## config.mk

```make
export PLATFORM = sky130hd
export DESIGN_NAME = dtimer_unit
export DESIGN_NICKNAME = d
export VERILOG_FILES = /design/src/rtl/tmr_pkg.sv /design/src/rtl/tmr_prescaler.sv /design/src/rtl/tmr_channel.sv /design/src/rtl/dtimer_unit.sv
export SDC_FILE = /design/constraint.sdc
export NUM_CORES = 1
export LEC_CHECK = 0
export BUFFER_PORTS_ARGS = -buffer_cell sky130_fd_sc_hd__buf_4
export CAP_MARGIN = 10
export CORE_MARGIN = 2
export CORE_UTILIZATION = 55
export CTS_CLUSTER_SIZE = 20
export DETAILED_ROUTE_END_ITERATION = 8
export PLACE_DENSITY = 0.73
export SLEW_MARGIN = 20
export SYNTH_ARGS = -nofsm -noshare
export SYNTH_HDL_FRONTEND = slang
export SYNTH_HIERARCHICAL = 1
export SYNTH_SLANG_ARGS = --single-unit
```

## constraint.sdc

```tcl
create_clock -name clk -period 4.12 [get_ports clk]
set_clock_uncertainty 0.05 [all_clocks]
set_input_delay 0.412 -clock clk [delete_from_list [all_inputs] [get_ports clk]]
set_output_delay 0.412 -clock clk [all_outputs]
set_load 0.02 [all_outputs]
```

## src/rtl/tmr_pkg.sv

```systemverilog
package tmr_pkg;
    localparam int TW     = 32;          // counter width
    localparam int TB     = TW / 8;      // byte lanes
    localparam int PSW    = 10;          // prescaler width (max divide 1024)
    localparam int CTRLW  = 16;
    localparam int OFS_RUN  = 4;
    localparam int OFS_CH0  = 8;
    localparam int CH_PITCH = 12;

    typedef struct packed {
        logic [TW-1:0] reload;
        logic [TW-1:0] cnt;
        logic [2:0]    ps;
        logic          ie;
        logic          flag;
    } chan_t;

    function automatic logic [PSW-1:0] ps_limit(input logic [2:0] code);
        case (code)
            3'd0:    ps_limit = PSW'(3);
            3'd1:    ps_limit = PSW'(15);
            3'd2:    ps_limit = PSW'(63);
            3'd3:    ps_limit = PSW'(255);
            default: ps_limit = PSW'(1023);
        endcase
    endfunction

    function automatic logic [TW-1:0] be_merge(input logic [TW-1:0] old_v,
                                               input logic [TW-1:0] new_v,
                                               input logic [TB-1:0] be);
        logic [TW-1:0] r;
        r = old_v;
        for (int b = 0; b < TB; b++)
            if (be[b]) r[b*8 +: 8] = new_v[b*8 +: 8];
        return r;
    endfunction
endpackage

```

## src/rtl/tmr_prescaler.sv

```systemverilog
module tmr_prescaler
    import tmr_pkg::*;
(
    input  logic       clk,
    input  logic       rst_n,
    input  logic       run,
    input  logic [2:0] sel,
    output logic       tick
);
    logic [PSW-1:0] div_d, div_q;
    logic [PSW-1:0] lim;

    always_comb begin
        lim  = ps_limit(sel);
        tick = 1'b0;
        if (!run) begin
            div_d = '0;
        end else if (div_q >= lim) begin
            div_d = '0;
            tick  = 1'b1;
        end else begin
            div_d = div_q + PSW'(1);
        end
    end

    always_ff @(posedge clk or negedge rst_n) begin
        if (!rst_n) div_q <= '0;
        else        div_q <= div_d;
    end
endmodule

```

## src/rtl/tmr_channel.sv

```systemverilog
module tmr_channel
    import tmr_pkg::*;
(
    input  logic             clk,
    input  logic             rst_n,
    input  logic             run,
    input  logic             wr_reload,
    input  logic             wr_cnt,
    input  logic             wr_ctrl,
    input  logic [TB-1:0]    be,
    input  logic [TW-1:0]    wdata,
    output logic [TW-1:0]    reload_o,
    output logic [TW-1:0]    cnt_o,
    output logic [CTRLW-1:0] ctrl_o,
    output logic             tick_o,
    output logic             flag_o,
    output logic             irq_o
);
    chan_t s_d, s_q;
    logic  tick;
    logic  under;

    tmr_prescaler u_ps (
        .clk  (clk),
        .rst_n(rst_n),
        .run  (run),
        .sel  (s_q.ps),
        .tick (tick)
    );

    always_comb begin
        s_d   = s_q;
        under = 1'b0;
        if (wr_reload) s_d.reload = be_merge(s_q.reload, wdata, be);
        if (wr_cnt) begin
            s_d.cnt = be_merge(s_q.cnt, wdata, be);
        end else if (tick) begin
            if (s_q.cnt == '0) begin
                s_d.cnt = s_q.reload;
                under   = 1'b1;
            end else begin
                s_d.cnt = s_q.cnt - TW'(1);
            end
        end
        if (wr_ctrl) begin
            if (be[0]) begin
                s_d.ps = wdata[2:0];
                s_d.ie = wdata[5];
            end
            if (be[1] && !wdata[8]) s_d.flag = 1'b0;
        end
        if (under) s_d.flag = 1'b1;
    end

    always_ff @(posedge clk or negedge rst_n) begin
        if (!rst_n) s_q <= '0;
        else        s_q <= s_d;
    end

    assign reload_o = s_q.reload;
    assign cnt_o    = s_q.cnt;
    assign ctrl_o   = {7'b0, s_q.flag, 2'b0, s_q.ie, 2'b0, s_q.ps};
    assign tick_o   = tick;
    assign flag_o   = s_q.flag;
    assign irq_o    = s_q.flag & s_q.ie;
endmodule

```

## src/rtl/dtimer_unit.sv

```systemverilog
module dtimer_unit
    import tmr_pkg::*;
#(
    parameter int NCH = 3,
    parameter int AW  = 8
) (
    input  logic          clk,
    input  logic          rst_n,
    input  logic          bus_sel,
    input  logic          bus_wr,
    input  logic [AW-1:0] bus_addr,
    input  logic [TB-1:0] bus_be,
    input  logic [TW-1:0] bus_wdata,
    output logic [TW-1:0] bus_rdata,
    output logic [NCH-1:0] irq_o
);
    logic [NCH-1:0] run_d, run_q;
    logic           wr_en, rd_en, run_hit;

    logic [NCH-1:0]           hit_rl, hit_cn, hit_ct;
    logic [NCH-1:0]           cnt_wr, ctrl_wr, ch_tick, ch_flag;
    logic [NCH-1:0][TW-1:0]   ch_reload, ch_cnt;
    logic [NCH-1:0][CTRLW-1:0] ch_ctrl;

    assign wr_en   = bus_sel & bus_wr;
    assign rd_en   = bus_sel & ~bus_wr;
    assign run_hit = (bus_addr == AW'(OFS_RUN));

    for (genvar i = 0; i < NCH; i++) begin : g_ch
        localparam int BASE = OFS_CH0 + CH_PITCH * i;
        assign hit_rl[i]  = (bus_addr == AW'(BASE));
        assign hit_cn[i]  = (bus_addr == AW'(BASE + 4));
        assign hit_ct[i]  = (bus_addr == AW'(BASE + 8));
        assign cnt_wr[i]  = wr_en & hit_cn[i];
        assign ctrl_wr[i] = wr_en & hit_ct[i];

        tmr_channel u_ch (
            .clk      (clk),
            .rst_n    (rst_n),
            .run      (run_q[i]),
            .wr_reload(wr_en & hit_rl[i]),
            .wr_cnt   (cnt_wr[i]),
            .wr_ctrl  (ctrl_wr[i]),
            .be       (bus_be),
            .wdata    (bus_wdata),
            .reload_o (ch_reload[i]),
            .cnt_o    (ch_cnt[i]),
            .ctrl_o   (ch_ctrl[i]),
            .tick_o   (ch_tick[i]),
            .flag_o   (ch_flag[i]),
            .irq_o    (irq_o[i])
        );
    end

    always_comb begin
        run_d = run_q;
        if (wr_en && run_hit && bus_be[0]) run_d = bus_wdata[NCH-1:0];
    end

    always_ff @(posedge clk or negedge rst_n) begin
        if (!rst_n) run_q <= '0;
        else        run_q <= run_d;
    end

    always_comb begin
        bus_rdata = '0;
        if (rd_en) begin
            if (run_hit) bus_rdata[NCH-1:0] = run_q;
            for (int i = 0; i < NCH; i++) begin
                if (hit_rl[i]) bus_rdata = ch_reload[i];
                if (hit_cn[i]) bus_rdata = ch_cnt[i];
                if (hit_ct[i]) bus_rdata = {{(TW-CTRLW){1'b0}}, ch_ctrl[i]};
            end
        end
    end
endmodule

```

==> flow_summary.ini, run 1 <==
[status]
status = complete, no violations

[timing]
slew_viol_final = 0
slew_headroom = 0.2517
hold_violations = 0
worst_slew_pin_slew_ps = 1118
setup_violations = 0
rsz0062_at_grt = no
fin_setup_tns_ps = 0
period_share = 0.7741
worst_slack_ps = 930.8
fmax_mhz = 313.6
min_period_ps = 3189

[placed_design]
dpl-instance-area_um2 = 17860
portBuffers = 82
place_congestion = 0.9919
hpwl_um = 42880
pre_cts_slack_ps = 866.8

[floorplanning]
dieArea_um2 = 32370
die_y_um = 179.9
fp-row-count = 64
initial_core_util = 0.5580
core_um2 = 30510
die_w_um = 179.9
io_pins = 83

[yosys]
synthAdderAreaFrac = 0.01984
synthTopCellsByCount = 240 x dfrtp_1, 139 x o21ai_0, 128 x nand2_1, 115 x mux2_2, 109 x nor2_1
async_reset_ff_frac = 1.000
syn_area_um2 = 17020
synth_seq_cells = 240
synth_ff_type = dfrtp_1
yosysUniqueCellTypes = 88
ys_top_cells_by_area = dfrtp_1 35%, mux2_2 7.6%, mux2i_1 4.4%, o21ai_0 4.1%, nor3_1 3.2%
avgSynthCellArea_um2 = 9.003
synth_most_common_cell = dfrtp_1
synth_edf_count = 0
postSynthCellCount = 1891
yosys.area.top_type = dfrtp_1
synth_xor_area_frac = 0.04219
ys_seq_area_frac = 0.3528
synth_top_family_by_area = compound AO/OA/AOI/OAI gates
yosys_warnings = 6
synth_simple_gate_area_frac = 0.1884
synthMuxAreaShare = 0.1202
synth_compound_area_frac = 0.2140
yosysTopAreaCellShare = 0.3528

[route]
drt-initial-drc-count = 1886
routed_via_density = 6.908
first_pass_iters = 7
wl_per_cell_um = 25.06
remaining_drc_errors = 0
postRouteAntennaNets = 0
vias = 16210
routed_wirelength_um = 58800

[final_layout]
fin_util = 0.6179
final_nets = 2005
fill_cells = 2658
drive_above_1_share = 0.1790
n_antenna_cell = 0
area_delta_synth_final_pct = 10.75
fin_area_um2 = 18850

[clock_network]
cts.sinks = 240
clk_path_buf_depth = 3
htree_levels = 1
insertion_delay_ps = 570
cts_setup_buffers = 0
cts_root_buf = clkbuf_16
cts_made_buffers = 29
clk_pin_slew_ps = 60
tritoncts = built

[worst_hold_path]
min_from = bus_wdata[16]
hp-class = input pin to flop

[flow_run]
maxCapViolCount = 0

[power_and_ir_drop]
p_int_w = 0.004257
p_switching_w = 0.001592
clockPowerShare = 0.458
switching_share = 0.2722
pwr-share-comb = 0.122
seqPwrFrac = 0.420
cellPowerDensity_nw_per_um2 = 310.2
peakVddDrop_mv = 0.3060
p_leak_nw = 8.368

[worst_setup_path]
rrSetupSlack_ps = 990
critPathKind = input pin to primary output
worstSetupStartpoint = bus_addr[1]
r2r_start = g_ch[1].u_ch/ctrl_o[1]
arrival_ps = 2730
cp.required_ps = 3660
critical_path_peak_fanout = 14
endpoint_kind = primary output
start_kind = input pin

[global_route]
use_met1 = 0.4857
grt_pass1_vias = 15380
grtUsageMet3 = 0.04882
grt_pass1_wl_um = 91140
grt-ovfl-total = 0
grt_max_degree = 93
antenna_found_initial = 0
met2_usage = 0.5490
track_usage = 0.3554
top_usage_layer = met2
timing repair:
| action | CTS | global route |
|---|---|---|
| hold buffers | 1 | 0 |
| setup endpoints to repair | 0 | 0 |
| endpoints found under the hold margin | 90 | 0 |
| resized for setup | 0 | 0 |
stage by stage:
step | total power, W | hold WS, ps | std cells
6_report | 0.005849 | 132.2 | 2346
3_5_place_dp | 0.003185 | 414.9 | 2294
5_1_grt | 0.006025 | 130.7 | 2346
2_1_floorplan | 0.002905 | 66.41 | 1921
3_3_place_gp | 0.003179 | 410.4 | 2294
4_1_cts | 0.005856 | 119.3 | 2346
registers in the layout (all words and copies together) (netlist names):
name                  cells
g_ch.u_ch/ctrl_o         12
g_ch.u_ch/flag_o          3
run_q                     3
g_ch.u_ch/u_ps/div_q     30
g_ch.u_ch/reload_o       96
g_ch.u_ch/cnt_o          96
path summary, 6_finish.rpt:
check,endpoint,depth (start not counted)
max in group asynchronous,g_ch[2].u_ch/cnt_o[29],3
max,bus_rdata[20],7
min,g_ch[1].u_ch/reload_o[16],2
max reg2reg,g_ch[1].u_ch/cnt_o[29],14
min in group asynchronous,g_ch[0].u_ch/u_ps/div_q[1],2
min reg2reg,g_ch[2].u_ch/u_ps/div_q[0],1
kinds of logic (layout without fill, tap and decap cells):
family          after synthesis  count (layout)
compound gates              543             543
xor+xnor                     82              82
fa+ha+maj                    27              27
buf+inv                     210             239
flops                       240             240
mux                         190             190
other cells                   3              33
simple gates                596             596
power groups by stage:
stage	logic (W)	clock network (W)	registers [W]
finish	0.000714	0.00268	0.00245
global route	0.000765	0.00280	0.00246
CTS	0.000695	0.00271	0.00245
detailed placement	0.000691	0	0.00249
global placement	0.000685	0	0.00249
floorplan	0.000435	0	0.00247
cell usage in the layout, fill, tap and decap left out, drive strengths merged, types with 10 or more instances in the layout:
cell type | Yosys | layout
a21o | 28 | 28
a31oi | 15 | 15
mux2i | 75 | 75
clkinv | 3 | 11
nand3 | 63 | 63
a21oi | 103 | 103
or4 | 12 | 12
nor4 | 33 | 33
nor4b | 11 | 11
xnor2 | 48 | 48
dfrtp | 240 | 240
nor2b | 12 | 12
nand2 | 128 | 128
a211oi | 17 | 17
buf | 84 | 139
or3 | 25 | 25
a22o | 12 | 12
nor2 | 111 | 111
clkbuf | 78 | 37
ha | 27 | 27
o21a | 11 | 11
nand4 | 24 | 24
inv | 45 | 46
a311o | 22 | 22
a32oi | 12 | 12
o22ai | 58 | 58
or2 | 10 | 10
mux2 | 115 | 115
a221oi | 26 | 26
o21ai | 145 | 145
conb | 3 | 33
and3 | 10 | 10
xor2 | 34 | 34
nor3 | 110 | 110
routing by layer:
layer,up-vias,share of wire
met3,202,0.092
li1,7156,-
met4,0,0.064
met2,1020,0.45
met1,7829,0.40
met5,-,0
layout make-up:
cell class | count | area, um2 | share of cell area
multi-input combinational | 1471 | 10100 | 0.5359
sequential | 240 | 6006 | 0.3186
timing repair buffer | 140 | 1086 | 0.05761
clock buffer | 37 | 805.8 | 0.04274
tap | 396 | 495.5 | 0.02628
inverter | 48 | 180.2 | 0.009557
clock inverter | 14 | 176.4 | 0.009358
worst max-delay path: stages:
cell	delay, ps
buf_4	190
nor4b_4	990
buf_4	330
a21o_1	110
nand2_1	50
a221oi_1	410
buf_4	220
No activity file was read; power rests on OpenSTA's default activity.
==> inputs of run 2 (changes only) <==
PLACE_DENSITY = 0.76   (was 0.73)
clock period = 2.7 ns   (was 4.12 ns; I/O delays follow)
==> run 2 against run 1 <==
Effect of this change: sequential cell count unchanged; sequential power increased by 52%; combinational power increased by 79%; clock power increased by 57%; count of clock-buffer cells in the layout unchanged; final area increased by 7.8%; die area unchanged; power increased by 57%; first-iteration DRC count increased by 6.9%; register-to-register slack got worse by 960 ps; global-route usage increased by 0.68 points; core utilization increased by 4.8 points; critical endpoint is now bus_rdata[6]; highest routed layer unchanged.
==> flow_summary.ini, run 2 (same netlist as run 1, synthesis figures left out) <==
[status]
status = complete, no violations

[power_and_ir_drop]
power_w = 0.009195
switching_share = 0.2683
peakVddDrop_mv = 0.5145
pwr-share-comb = 0.139
p_int_w = 0.006728
seqPwrFrac = 0.404
clockPowerShare = 0.457
p_leak_nw = 9.221
p_switching_w = 0.002467
cellPowerDensity_nw_per_um2 = 452.4

[final_layout]
final_nets = 2165
final_cell_mix = 276 x buf_4, 237 x dfrtp_1, 138 x o21ai_0, 126 x nand2_1, 115 x mux2_2
multiInputGateArea_um2 = 10210
fill_cells = 2536
area_delta_synth_final_pct = 19.40
regArea_um2 = 6010
final_common_cell = buf_4
n_antenna_cell = 0
drive_above_1_share = 0.2493

[floorplanning]
dieArea_um2 = 32370
die_w_um = 179.9
initial_core_util = 0.5580
io_pins = 83
die_y_um = 179.9
core_um2 = 30510
fp-row-count = 64

[global_route]
grt-ovfl-total = 0
track_usage = 0.3623
grt_pass1_vias = 16120
antenna_found_initial = 0
grt_pass1_wl_um = 92800
grt_max_degree = 84

[placed_design]
portBuffers = 82
place_congestion = 1.009
hpwl_um = 44470

[route]
route.met2.wl_um = 26710
routed_via_density = 6.711
routed.top_layer = met4
wirelength_met1_um = 24350
postRouteAntennaNets = 0
drt-initial-drc-count = 2016
routed_wirelength_um = 60220
wl_per_cell_um = 24.03
remaining_drc_errors = 0
vias = 16820
wl_met3_um = 5458
first_pass_iters = 6

[worst_setup_path]
start_kind = input pin
endpoint_kind = primary output
arrival_ps = 2360
cp.required_ps = 2380
critical_path_peak_fanout = 8
critPathKind = input pin to primary output

[timing]
slew_headroom = 0.5397
slew_viol_final = 0
worst_slew_pin_slew_ps = 690.5
setup_violations = 0
rsz0062_at_grt = yes
min_period_ps = 2678
hold_ws_ps = 13.99
period_share = 0.9918
hold_violations = 0
fmax_mhz = 373.4

[clock_network]
clk_pin_slew_ps = 70
cts_made_buffers = 28
insertion_delay_ps = 560
clk_path_buf_depth = 3
htree_levels = 1
cts_root_buf = clkbuf_16
cts.sinks = 240
tritoncts = built

[worst_hold_path]
hp-class = input pin to flop

[flow_run]
maxCapViolCount = 0
-- run 2: stage by stage --
stage / TNS (ps) / instance area (um2) / std cells / util / setup WS (ps)
after global placement: 0 / 19050 / 2440 / 0.6245 / 46.89
after CTS: 0 / 20200 / 2502 / 0.6620 / 14.83
after detailed placement: -28.94 / 19050 / 2440 / 0.6245 / -28.94
after global routing: -149.3 / 20330 / 2506 / 0.6662 / -51.79
after floorplan: -141.8 / 17160 / 1921 / - / -73.49
final: 0 / 20330 / 2506 / 0.6662 / 22.03
-- run 2: cell type report --
class	count	area share
clock buffer	37	0.04014
clock inverter	13	0.009480
inverter	48	0.009049
multi-input combinational	1471	0.5023
sequential	240	0.2957
tap	396	0.02438
timing repair buffer	301	0.1190
-- run 2: power by group through the flow --
| stage | clock network [W] | logic [W] | registers [W] |
|---|---|---|---|
| CTS | 0.00423 | 0.00123 | 0.00371 |
| finish | 0.00420 | 0.00128 | 0.00372 |
| detailed placement | 0 | 0.00121 | 0.00378 |
| global placement | 0 | 0.00119 | 0.00378 |
| global route | 0.00438 | 0.00136 | 0.00372 |
| floorplan | 0 | 0.000666 | 0.00377 |
-- run 2: repair_timing --
item | CTS | global route
buffers inserted | 0 | 2
gates cloned | 0 | 0
setup endpoints to repair | 4 | 81
hold endpoints to repair | 103 | 4
hold buffers | 12 | 2
resized for setup | 4 | 30
pin swaps | 1 | 7
-- run 2: worst max-delay path, cell delays in order --
cell and delay (ps):
buf_4 150, or3_1 410, buf_4 170, nor2_1 400, a221oi_1 230, o31ai_1 500, buf_4 230
-- run 2: worst paths after layout --
kind / startpoint / to / cells past startpoint / slack (ps)
max: bus_addr[7] / bus_rdata[6] / 7 / 20
min: bus_wdata[13] / g_ch[1].u_ch/cnt_o[13] / 2 / 10
max in group asynchronous: rst_n / g_ch[1].u_ch/reload_o[30] / 3 / 1500
max reg2reg: g_ch[2].u_ch/cnt_o[8] / g_ch[2].u_ch/cnt_o[27] / 6 / 30
min in group asynchronous: rst_n / g_ch[0].u_ch/u_ps/div_q[2] / 2 / 260
min reg2reg: g_ch[2].u_ch/u_ps/div_q[0] / g_ch[2].u_ch/u_ps/div_q[0] / 1 / 420
-- run 2: layer usage --
metal / track usage / up-vias
met2: 0.5637 / 937
met5: 0 / -
met4: 0.1951 / 0
met1: 0.4848 / 8176
met3: 0.05997 / 208
li1: - / 7498
